===== src/rtl/page_pool_pkg.sv =====
package page_pool_pkg;

    typedef enum logic [2:0] {
        PC_NOP       = 3'd0,
        PC_ALLOC_TX  = 3'd1,
        PC_RESET     = 3'd2,
        PC_RX_POP    = 3'd3,
        PC_RX_FREE   = 3'd4,
        PC_FREE_PNUM = 3'd5,
        PC_TX_PUSH   = 3'd6,
        PC_TX_FLUSH  = 3'd7
    } pool_cmd_e;

    localparam logic [7:0] NO_PAGE = 8'h80;

    typedef struct packed {
        logic clr;
        logic pop;
    } q_ctl_t;

    function automatic pool_cmd_e decode_cmd(input logic [7:0] b);
        return pool_cmd_e'(b[7:5]);
    endfunction

endpackage


===== src/rtl/pp_pick.sv =====
module pp_pick #(
    parameter int N  = 4,
    parameter int PW = 2,
    parameter int UW = 3
) (
    input  logic [N-1:0]  mask,
    output logic          found,
    output logic [PW-1:0] idx,
    output logic [UW-1:0] used
);
    always_comb begin
        found = 1'b0;
        idx   = '0;
        for (int i = N - 1; i >= 0; i--) begin
            if (!mask[i]) begin
                found = 1'b1;
                idx   = PW'(i);
            end
        end
    end

    always_comb begin
        used = '0;
        for (int i = 0; i < N; i++) begin
            used = used + UW'(mask[i]);
        end
    end
endmodule


===== src/rtl/pp_queue.sv =====
module pp_queue
    import page_pool_pkg::*;
#(
    parameter int DEPTH = 4,
    parameter int PW    = 2,
    parameter int CW    = 3
) (
    input  logic                      clk,
    input  logic                      rst,
    input  q_ctl_t                    ctl,
    input  logic [CW-1:0]             push_n,
    input  logic [DEPTH-1:0][PW-1:0]  push_data,
    output logic [DEPTH-1:0][PW-1:0]  ent,
    output logic [CW-1:0]             count
);
    logic [DEPTH-1:0][PW-1:0] ent_q, ent_n;
    logic [CW-1:0]            cnt_q, cnt_n;

    always_comb begin
        ent_n = ent_q;
        cnt_n = cnt_q;
        if (ctl.clr) cnt_n = '0;
        if (ctl.pop && cnt_n != '0) begin
            for (int i = 0; i < DEPTH - 1; i++) ent_n[i] = ent_n[i+1];
            cnt_n = cnt_n - 1'b1;
        end
        for (int k = 0; k < DEPTH; k++) begin
            if (CW'(k) < push_n && cnt_n < CW'(DEPTH)) begin
                for (int j = 0; j < DEPTH; j++) begin
                    if (CW'(j) == cnt_n) ent_n[j] = push_data[k];
                end
                cnt_n = cnt_n + 1'b1;
            end
        end
    end

    always_ff @(posedge clk) begin
        if (rst) begin
            ent_q <= '0;
            cnt_q <= '0;
        end else begin
            ent_q <= ent_n;
            cnt_q <= cnt_n;
        end
    end

    assign ent   = ent_q;
    assign count = cnt_q;

    AST_Q_BOUND: assert property (@(posedge clk) disable iff (rst)
        cnt_q <= CW'(DEPTH));
endmodule


===== src/rtl/page_pool_mmu.sv =====
module page_pool_mmu
    import page_pool_pkg::*;
#(
    parameter int NUM_PAGES = 4,
    parameter int Q_DEPTH   = 4,
    localparam int PW = $clog2(NUM_PAGES),
    localparam int CW = $clog2(Q_DEPTH + 1),
    localparam int UW = $clog2(NUM_PAGES + 1)
) (
    input  logic                 clk,
    input  logic                 rst,
    input  logic                 cmd_valid,
    input  logic [7:0]           cmd_byte,
    input  logic [PW-1:0]        pkt_num,
    input  logic                 tx_enable,
    input  logic                 auto_release,
    input  logic                 done_pop,
    input  logic                 rx_req,
    output logic                 rx_grant,
    output logic [PW-1:0]        rx_page,
    output logic [7:0]           alloc_result,
    output logic                 alloc_irq,
    output logic [NUM_PAGES-1:0] page_mask,
    output logic [UW-1:0]        used_pages,
    output logic [CW-1:0]        rx_count,
    output logic [CW-1:0]        tx_count,
    output logic [CW-1:0]        done_count,
    output logic [7:0]           rx_head,
    output logic [7:0]           done_head
);
    typedef struct packed {
        logic [NUM_PAGES-1:0] mask;
        logic [7:0]           res;
        logic                 irq;
    } pool_st_t;

    function automatic pool_st_t free_page(input pool_st_t s, input logic [PW-1:0] pg);
        pool_st_t o;
        logic     hit;
        int       lo;
        o = s;
        for (int i = 0; i < NUM_PAGES; i++) begin
            if (PW'(i) == pg) o.mask[i] = 1'b0;
        end
        if (o.res == NO_PAGE) begin
            hit = 1'b0;
            lo  = 0;
            for (int i = NUM_PAGES - 1; i >= 0; i--) begin
                if (!o.mask[i]) begin
                    hit = 1'b1;
                    lo  = i;
                end
            end
            if (hit) begin
                o.mask[lo] = 1'b1;
                o.res      = 8'(lo);
                o.irq      = 1'b1;
            end
        end
        return o;
    endfunction

    pool_st_t cur_q, nxt;
    pool_cmd_e cmd;

    logic                      pk_found;
    logic [PW-1:0]             pk_idx;

    q_ctl_t                    rx_ctl, tx_ctl, dn_ctl;
    logic [CW-1:0]             rx_pn, tx_pn, dn_pn;
    logic [Q_DEPTH-1:0][PW-1:0] rx_pd, tx_pd, dn_pd;
    logic [Q_DEPTH-1:0][PW-1:0] rx_ent, tx_ent, dn_ent;
    logic [CW-1:0]             rx_cnt, tx_cnt, dn_cnt;
    logic [CW-1:0]             dn_base;

    assign cmd = decode_cmd(cmd_byte);

    pp_pick #(.N(NUM_PAGES), .PW(PW), .UW(UW)) u_pick (
        .mask  (cur_q.mask),
        .found (pk_found),
        .idx   (pk_idx),
        .used  (used_pages)
    );

    assign rx_grant = rx_req && pk_found && (rx_cnt < CW'(Q_DEPTH));
    assign rx_page  = pk_idx;

    always_comb begin
        nxt    = cur_q;
        rx_ctl = '0; tx_ctl = '0; dn_ctl = '0;
        rx_pn  = '0; tx_pn  = '0; dn_pn  = '0;
        rx_pd  = '0; tx_pd  = '0; dn_pd  = '0;
        dn_base = dn_cnt;
        if (rx_req) begin
            if (rx_grant) begin
                nxt.mask[pk_idx] = 1'b1;
                rx_pn    = CW'(1);
                rx_pd[0] = pk_idx;
            end
        end else if (cmd_valid) begin
            unique case (cmd)
                PC_NOP: ;
                PC_ALLOC_TX: begin
                    nxt.irq = 1'b0;
                    if (pk_found) begin
                        nxt.mask[pk_idx] = 1'b1;
                        nxt.res = 8'(pk_idx);
                        nxt.irq = 1'b1;
                    end else begin
                        nxt.res = NO_PAGE;
                    end
                end
                PC_RESET: begin
                    nxt.mask   = '0;
                    nxt.res    = 8'h00;
                    rx_ctl.clr = 1'b1;
                    tx_ctl.clr = 1'b1;
                    dn_ctl.clr = 1'b1;
                end
                PC_RX_POP: rx_ctl.pop = 1'b1;
                PC_RX_FREE: begin
                    if (rx_cnt != '0) nxt = free_page(nxt, rx_ent[0]);
                    rx_ctl.pop = 1'b1;
                end
                PC_FREE_PNUM: nxt = free_page(nxt, pkt_num);
                PC_TX_PUSH: begin
                    tx_pn    = CW'(1);
                    tx_pd[0] = pkt_num;
                end
                PC_TX_FLUSH: begin
                    tx_ctl.clr = 1'b1;
                    dn_ctl.clr = 1'b1;
                end
                default: ;
            endcase
        end else begin
            if (done_pop && dn_cnt != '0) begin
                dn_ctl.pop = 1'b1;
                dn_base    = dn_cnt - 1'b1;
            end
            if (tx_enable && tx_cnt != '0) begin
                tx_ctl.clr = 1'b1;
                for (int i = 0; i < Q_DEPTH; i++) begin
                    if (CW'(i) < tx_cnt) begin
                        if (auto_release) begin
                            nxt = free_page(nxt, tx_ent[i]);
                        end else if ((dn_base + dn_pn) < CW'(Q_DEPTH)) begin
                            for (int j = 0; j < Q_DEPTH; j++) begin
                                if (CW'(j) == dn_pn) dn_pd[j] = tx_ent[i];
                            end
                            dn_pn = dn_pn + 1'b1;
                        end
                    end
                end
            end
        end
    end

    always_ff @(posedge clk) begin
        if (rst) begin
            cur_q.mask <= '0;
            cur_q.res  <= 8'h00;
            cur_q.irq  <= 1'b0;
        end else begin
            cur_q <= nxt;
        end
    end

    pp_queue #(.DEPTH(Q_DEPTH), .PW(PW), .CW(CW)) u_rxq (
        .clk(clk), .rst(rst), .ctl(rx_ctl), .push_n(rx_pn), .push_data(rx_pd),
        .ent(rx_ent), .count(rx_cnt)
    );
    pp_queue #(.DEPTH(Q_DEPTH), .PW(PW), .CW(CW)) u_txq (
        .clk(clk), .rst(rst), .ctl(tx_ctl), .push_n(tx_pn), .push_data(tx_pd),
        .ent(tx_ent), .count(tx_cnt)
    );
    pp_queue #(.DEPTH(Q_DEPTH), .PW(PW), .CW(CW)) u_dnq (
        .clk(clk), .rst(rst), .ctl(dn_ctl), .push_n(dn_pn), .push_data(dn_pd),
        .ent(dn_ent), .count(dn_cnt)
    );

    assign alloc_result = cur_q.res;
    assign alloc_irq    = cur_q.irq;
    assign page_mask    = cur_q.mask;
    assign rx_count     = rx_cnt;
    assign tx_count     = tx_cnt;
    assign done_count   = dn_cnt;
    assign rx_head      = (rx_cnt == '0) ? NO_PAGE : 8'(rx_ent[0]);
    assign done_head    = (dn_cnt == '0) ? NO_PAGE : 8'(dn_ent[0]);

    AST_RESULT_RANGE: assert property (@(posedge clk) disable iff (rst)
        alloc_result == NO_PAGE || alloc_result < 8'(NUM_PAGES));
    AST_FULL_ALLOC_PENDS: assert property (@(posedge clk) disable iff (rst)
        cmd_valid && !rx_req && cmd == PC_ALLOC_TX && (&page_mask)
        |=> alloc_result == NO_PAGE && !alloc_irq);
    AST_RETRY_ON_FREE: assert property (@(posedge clk) disable iff (rst)
        cmd_valid && !rx_req && cmd == PC_FREE_PNUM && alloc_result == NO_PAGE
        |=> alloc_result != NO_PAGE && alloc_irq);
    AST_RX_REFUSED: assert property (@(posedge clk) disable iff (rst)
        rx_req && (&page_mask)
        |=> page_mask == $past(page_mask) && rx_count == $past(rx_count));
    AST_TX_HELD: assert property (@(posedge clk) disable iff (rst)
        !tx_enable && !cmd_valid && !rx_req |=> tx_count == $past(tx_count));
    AST_DRAIN_EMPTIES: assert property (@(posedge clk) disable iff (rst)
        tx_enable && !cmd_valid && !rx_req |=> tx_count == '0);
endmodule


===== config.mk =====
export PLATFORM = sky130hd
export DESIGN_NAME = page_pool_mmu
export DESIGN_NICKNAME = d
export VERILOG_FILES = /design/src/rtl/page_pool_pkg.sv /design/src/rtl/pp_pick.sv /design/src/rtl/pp_queue.sv /design/src/rtl/page_pool_mmu.sv
export SDC_FILE = /design/constraint.sdc
export NUM_CORES = 1
export LEC_CHECK = 0
export ABC_AREA = 1
export BUFFER_PORTS_ARGS = -buffer_cell sky130_fd_sc_hd__buf_2
export CAP_MARGIN = 5
export CORE_ASPECT_RATIO = 2
export CORE_MARGIN = 1.5
export CORE_UTILIZATION = 40
export DETAILED_ROUTE_END_ITERATION = 7
export PLACE_DENSITY_LB_ADDON = 0.1
export SYNTH_ARGS = -nofsm -noshare
export SYNTH_HDL_FRONTEND = slang
export SYNTH_SLANG_ARGS = --single-unit

===== constraint.sdc =====
create_clock -name clk -period 9.3 [get_ports clk]
set_input_delay 0.465 -clock clk [delete_from_list [all_inputs] [get_ports clk]]
set_output_delay 0.465 -clock clk [all_outputs]
set_load 0.005 [all_outputs]

==> results of run 1 <==
[critical path: cells and delay by family, from the launching register on]
kind / cells / cell delay [ps]
compound gates: 4 / 1220
fa+ha+maj: 9 / 2230
buf+inv: 10 / 720
flops: 1 / 430
simple gates: 25 / 2840
[flip-flops by register name, summed over array words and instances, names as in the netlist]
signal and count:
u_txq.count 3, u_dnq.ent 8, u_txq.ent 8, page_mask 4
alloc_irq 1, u_rxq.ent 8, u_dnq.count 3, u_rxq.count 3
alloc_result 8
[through the flow]
step | power [mW] | hold WS, ps | utilization | setup WS (ps) | cells
floorplan | 0.291 | 425 | - | 2790 | 781
global placement | 0.327 | 450 | 0.441 | 1870 | 952
detailed placement | 0.329 | 444 | 0.441 | 1760 | 952
CTS | 0.541 | 457 | 0.455 | 1710 | 960
global route | 0.566 | 488 | 0.455 | 1060 | 960
finish | 0.540 | 455 | 0.455 | 1750 | 960
[layout make-up]
type / instances / area (sq um)
clock buffers: 5 / 125
clock inverters: 3 / 45.0
fillers: 1296 / 6410
inverters: 141 / 529
multi-input cells: 574 / 3330
flip-flops and latches: 46 / 921
well taps: 145 / 181
repair buffers: 46 / 233
[synth_stat cells (all sizes together) (3+ instances only)]
| master | number | share of area |
|---|---|---|
| a31oi | 10 | 0.013 |
| o31ai | 3 | 0.0046 |
| nand3 | 61 | 0.083 |
| o211ai | 10 | 0.015 |
| o311ai | 3 | 0.0054 |
| xor2 | 3 | 0.0069 |
| dfxtp | 46 | 0.19 |
| nand4 | 11 | 0.014 |
| or2 | 3 | 0.0039 |
| nor3 | 15 | 0.019 |
| nand2 | 182 | 0.16 |
| inv | 139 | 0.11 |
| o21ai | 65 | 0.068 |
| ha | 47 | 0.12 |
| o221ai | 8 | 0.014 |
| clkbuf | 5 | 0.0039 |
| a21oi | 58 | 0.062 |
| nor2 | 71 | 0.062 |
| buf | 15 | 0.022 |
[routing by layer]
metal,GRT usage,wire [microns],part of all wire,vias to the layer above
met5,0,0,0,-
met4,0.135,874,0.057,0
met3,0.0258,604,0.040,50
met2,0.466,8410,0.55,153
met1,0.235,5340,0.35,2368
li1,-,-,-,2602
[cell families (layout without fill, tap and decap cells)]
| kind of cell | Yosys count | in the layout | share of synthesized area |
|---|---|---|---|
| simple gates | 345 | 345 | 0.341 |
| mux | 3 | 3 | 0.00668 |
| buf+inv | 161 | 195 | 0.134 |
| compound gates | 165 | 165 | 0.197 |
| xor+xnor | 3 | 3 | 0.00694 |
| fa+ha+maj | 48 | 48 | 0.125 |
| flops | 46 | 46 | 0.189 |
| other cells | 1 | 10 | 0.000770 |
[path summary, 6_finish.rpt]
kind                                      from             end  depth (start not counted)
worst max register to register  u_dnq.count[0]  u_dnq.count[2]                         48
worst min-delay path              u_rxq.ent[6]    u_rxq.ent[6]                          2
worst max-delay path            u_dnq.count[0]  u_dnq.count[2]                         48
worst min register to register    u_rxq.ent[6]    u_rxq.ent[6]                          2
[power by group through the flow]
stage	Sequential, mW	Combinational (mW)	Clock [mW]
6_report	0.217	0.110	0.213
5_1_grt	0.218	0.125	0.223
4_1_cts	0.217	0.109	0.215
3_5_place_dp	0.221	0.108	0
3_3_place_gp	0.221	0.106	0
2_1_floorplan	0.218	0.0739	0
==> results.md, run 1 <==
- Outcome: completed
- P_sw: roughly 0.17 mW
- Clk buf depth: 2
- Most frequent cells in the layout: nand2_1 (166), inv_1 (137), nor2_1 (67), o21ai_0 (60), a21oi_1 (57)
- Die height: roughly 160 microns
- Part of the cycle the worst path needs: 0.811
- Tmin final: approximately 7500 ps
- Logic pwr share: 0.203
- Post-route cell area: approximately 5400 sq um
- Io pins: slightly above 60
- Antenna viol nets, final: 0
- Die width: between 80 and 90 microns
- Unrepaired setup endpoints after global routing: false
- Seq pwr share: 0.402
- Crit Path Max Fanout: 9
- Seq/Total Area, Yosys: 0.189
- CTS sink count: 46
- CTS Hold Bufs: 0
- Max H-tree Level: 2
- All-Layer GR Usage: 0.242
- Setup crit start kind: flop
- Antenna Cells: 0
- Drt pass-1 iters: 5
- Post-synth EDFFs: 0
- Area delta synth->final: 10.1%
- Worst-Margin Slew: around 1000 ps
- Ys flop type: dfxtp_1
- WL/cell: ~16 microns
- Net Sw Frac: 0.314
- FFs w/ async S/R, synth: 0
- First-pass GRT wire length: 24.2 mm
- Worst EP arrival: roughly 7700 ps
- Clock root buffer: clkbuf_16
- Gate count after technology mapping: slightly below 800
- Die footprint: roughly 13000 sq um
- Global route total overflow: 0
- Synth Register Bits: 46
- Max cap viols: 0
- Cell Rows: between 50 and 60
- Slowest CP cell: o21ai_0
- Vias per cell: 5.39
- Rel. slew slack: 0.296
- Hold Crit Class: flop to flop
- R2R setup slack: 1750 ps
- Cts repair resizes: 0
- WS Path Type: flop to flop
- Routed WL: between 15 and 20 mm
- Leak pwr: around 2.6 nW
- Reg clk slew, reported paths: about 70 ps
- Critical Path Sink Type: flop
- Power Internal: ~0.37 mW
- Worst-Skew Late Latency: ~300 ps
- Number of global-route vias before repair: 4987
- TritonCTS Buffers: 5
- Largest net degree at the start of global routing: 38
- Vias: between 5000 and 6000
- Maximum vdd ir drop: approximately 0.088 mV
- Post-CTS Setup Repair Bufs: 0
- TNS Setup: 0 ps
- Most common cell after layout, fill and taps aside: nand2_1
- Req. time, crit path: 9500 ps
- Final hold violation count: 0
- CTS tree: yes
- Final nets: around 880
- DPL Wire Length: 12.4 mm
- Final slew viol count: 0
- Initial antenna violation count: 0
- Mapped cell area: 4870 sq um
- Drt initial violations: about 280
- DRC viols: 0
- CP max stage delay: between 400 and 500 ps
- Power Dens Cells: a little over 100 nW/um^2
- IO buf count: 45
- Fmax: 133 MHz
- Clock share of power: 0.395
- Initial Utilization: 0.414
- Distinct cells, synth: 47
- RD Place Congestion: 0.969
- Layout cells sized above 1: 0.123
- Synth Area per Inst: 6.31 sq um
- Setup-failing EPs final: 0
- Synth Warn #: 0
- Core Box Area: roughly 12000 sq um
- Post-Route Skew: roughly 7.2 ps
- Placed cell area: around 5200 sq um
Note: power is estimated with default switching activity, not from simulation.
==> run 2, diff against run 1 <==
- clock period: 9.3 -> 7.8 ns (I/O delays scaled with it)
==> run 2 against run 1 <==
Non-clock buffer count increased by 5. Final cell count increased by 0.52%. Sequential power increased by 19%. Design area is 0.56% higher. Die area stayed put. Clock power increased by 7%. Register-to-register slack got worse by 1100 ps. Critical path type unchanged. Critical endpoint unchanged.
==> results.md, run 2 (synthesis gave the netlist of run 1 again) <==
- Largest net degree at the start of global routing: 38
- Antenna Cells: 0
- Power Dens Cells: around 110 nW/um^2
- Worst EP arrival: 7330 ps
- IO buf count: 45
- Area of the multi-input gates: ~3300 sq um
- Number of global-route vias before repair: approximately 4900
- CP max stage delay: ~420 ps
- Io pins: 61
- WS Path Type: flop to flop
- Global route total overflow: 0
- Worst-Margin Slew: a little over 1000 ps
- Clk buf depth: 2
- Setup-failing EPs final: 0
- Net Sw Frac: 0.328
- Antenna viol nets, final: 0
- Die width: 81.0 microns
- Layout cells sized above 1: 0.130
- Final slew viol count: 0
- CTS tree: yes
- Most used cell along the critical path: nand2_1
- Outcome: completed
- Final nets: between 800 and 900
- Routed WL: around 15 mm
- CTS sink count: 46
- DRC viols: 0
- All-Layer GR Usage: 0.237
- Max cap viols: 0
- Hold Crit Class: flop to flop
- P_sw: a little over 0.2 mW
- Power Internal: approximately 0.41 mW
- CTS Hold Bufs: 0
- Post-route cell area: approximately 5400 sq um
- Initial antenna violation count: 0
- Req. time, crit path: 8010 ps
- Vias: 5200
- Rel. slew slack: 0.316
- Max H-tree Level: 2
- Tmin final: around 7100 ps
- DPL Wire Length: roughly 12 mm
- Leak pwr: ~2.7 nW
- Die height: around 160 microns
- Core Box Area: between 10000 and 15000 sq um
- Placed cell area: ~5200 sq um
- Logic pwr share: 0.213
- RD Place Congestion: just under 1
- Worst-Skew Late Latency: 300 ps
- Area delta synth->final: 10.7%
- TNS Setup: 0 ps
- Initial Utilization: 0.414
- Drt pass-1 iters: 7
- Vias per cell: roughly 5.4
- Clock root buffer: clkbuf_16
- TritonCTS Buffers: 5
- Setup crit start kind: flop
- WL/cell: about 15 microns
- Most frequent cells in the layout: nand2_1 (166), inv_1 (137), nor2_1 (67), o21ai_0 (60), a21oi_1 (56)
- Cell Rows: 56
- Final hold violation count: 0
- Crit Path Max Fanout: 7
- Reg clk slew, reported paths: about 70 ps
- Register area: 921 sq um
- Unrepaired setup endpoints after global routing: false
- Total Power: between 0.6 and 0.7 mW
- First-pass GRT wire length: 23.9 mm
- Fmax: approximately 140 MHz
- Slowest CP cell: dfxtp_1
- Seq pwr share: 0.419
- Utilization after layout: 0.458
- Critical Path Sink Type: flop
- Most common cell after layout, fill and taps aside: nand2_1
- Post-Route Skew: 8.01 ps
- Maximum vdd ir drop: 0.101 mV
- Part of the cycle the worst path needs: 0.912
- Clock share of power: 0.368
- Die footprint: between 10000 and 15000 sq um
- Filler cell count in the final layout: about 1300
- Drt initial violations: approximately 300
[run 2: cell types whose count changed in the layout (fill, tap and decap cells not counted), sizes merged]
| cell | change |
|---|---|
| bufinv | -1 |
| buf | +5 |
| clkinvlp | -2 |
| clkinv | +1 |
| inv | +2 |
[run 2: final timing paths]
kind / startpoint / end / slack [ps] / depth (start not counted)
min: u_rxq.ent[6] / u_rxq.ent[6] / 460 / 2
max: u_dnq.count[0] / u_dnq.count[2] / 680 / 50
max reg2reg: u_dnq.count[0] / u_dnq.count[2] / 680 / 50
min reg2reg: u_rxq.ent[6] / u_rxq.ent[6] / 460 / 2
[run 2: worst max-delay path: cells and delay by family (launching register included)]
kind                       cells  cell delay, ps
and+or+nand+nor               28            3080
adders and majority gates      9            2250
buffers and inverters         10             770
AOI/OAI and AO/OA              3             490
DFF                            1             420
[run 2: per-stage QoR]
step	hold WS, ps	setup slack [ps]	cells
6_report	456	683	965
5_1_grt	473	23.7	965
4_1_cts	460	407	962
3_5_place_dp	448	443	954
3_3_place_gp	449	555	954
2_1_floorplan	425	1290	781
[run 2: what timing repair did]
item,4_1_cts,5_1_grt
buffers inserted,0,3
resized for setup,0,2
setup endpoints to repair,0,11
[run 2: layout make-up]
cell class | instances | share of cell area
tap | 145 | 0.0337
sequential | 46 | 0.171
clock buffer | 5 | 0.0232
timing repair buffer | 51 | 0.0501
multi-input combinational | 574 | 0.619
clock inverter | 3 | 0.00534
inverter | 141 | 0.0982
[run 2: per-layer routing]
metal  share of wire  GRT usage  vias up  routed length (microns)
li1                -          -     2612                        -
met1            0.36      0.237     2387                     5380
met2            0.56      0.461      154                     8360
met3           0.029     0.0183       47                      435
met4           0.052      0.120        0                      775
met5               0          0        -                        0
[run 2: power groups by stage]
stage	registers, mW	logic (mW)	clock network, mW
final	0.258	0.131	0.227
after global routing	0.259	0.148	0.241
after CTS	0.258	0.131	0.231
after detailed placement	0.263	0.130	0
after global placement	0.263	0.127	0
after floorplan	0.259	0.0881	0
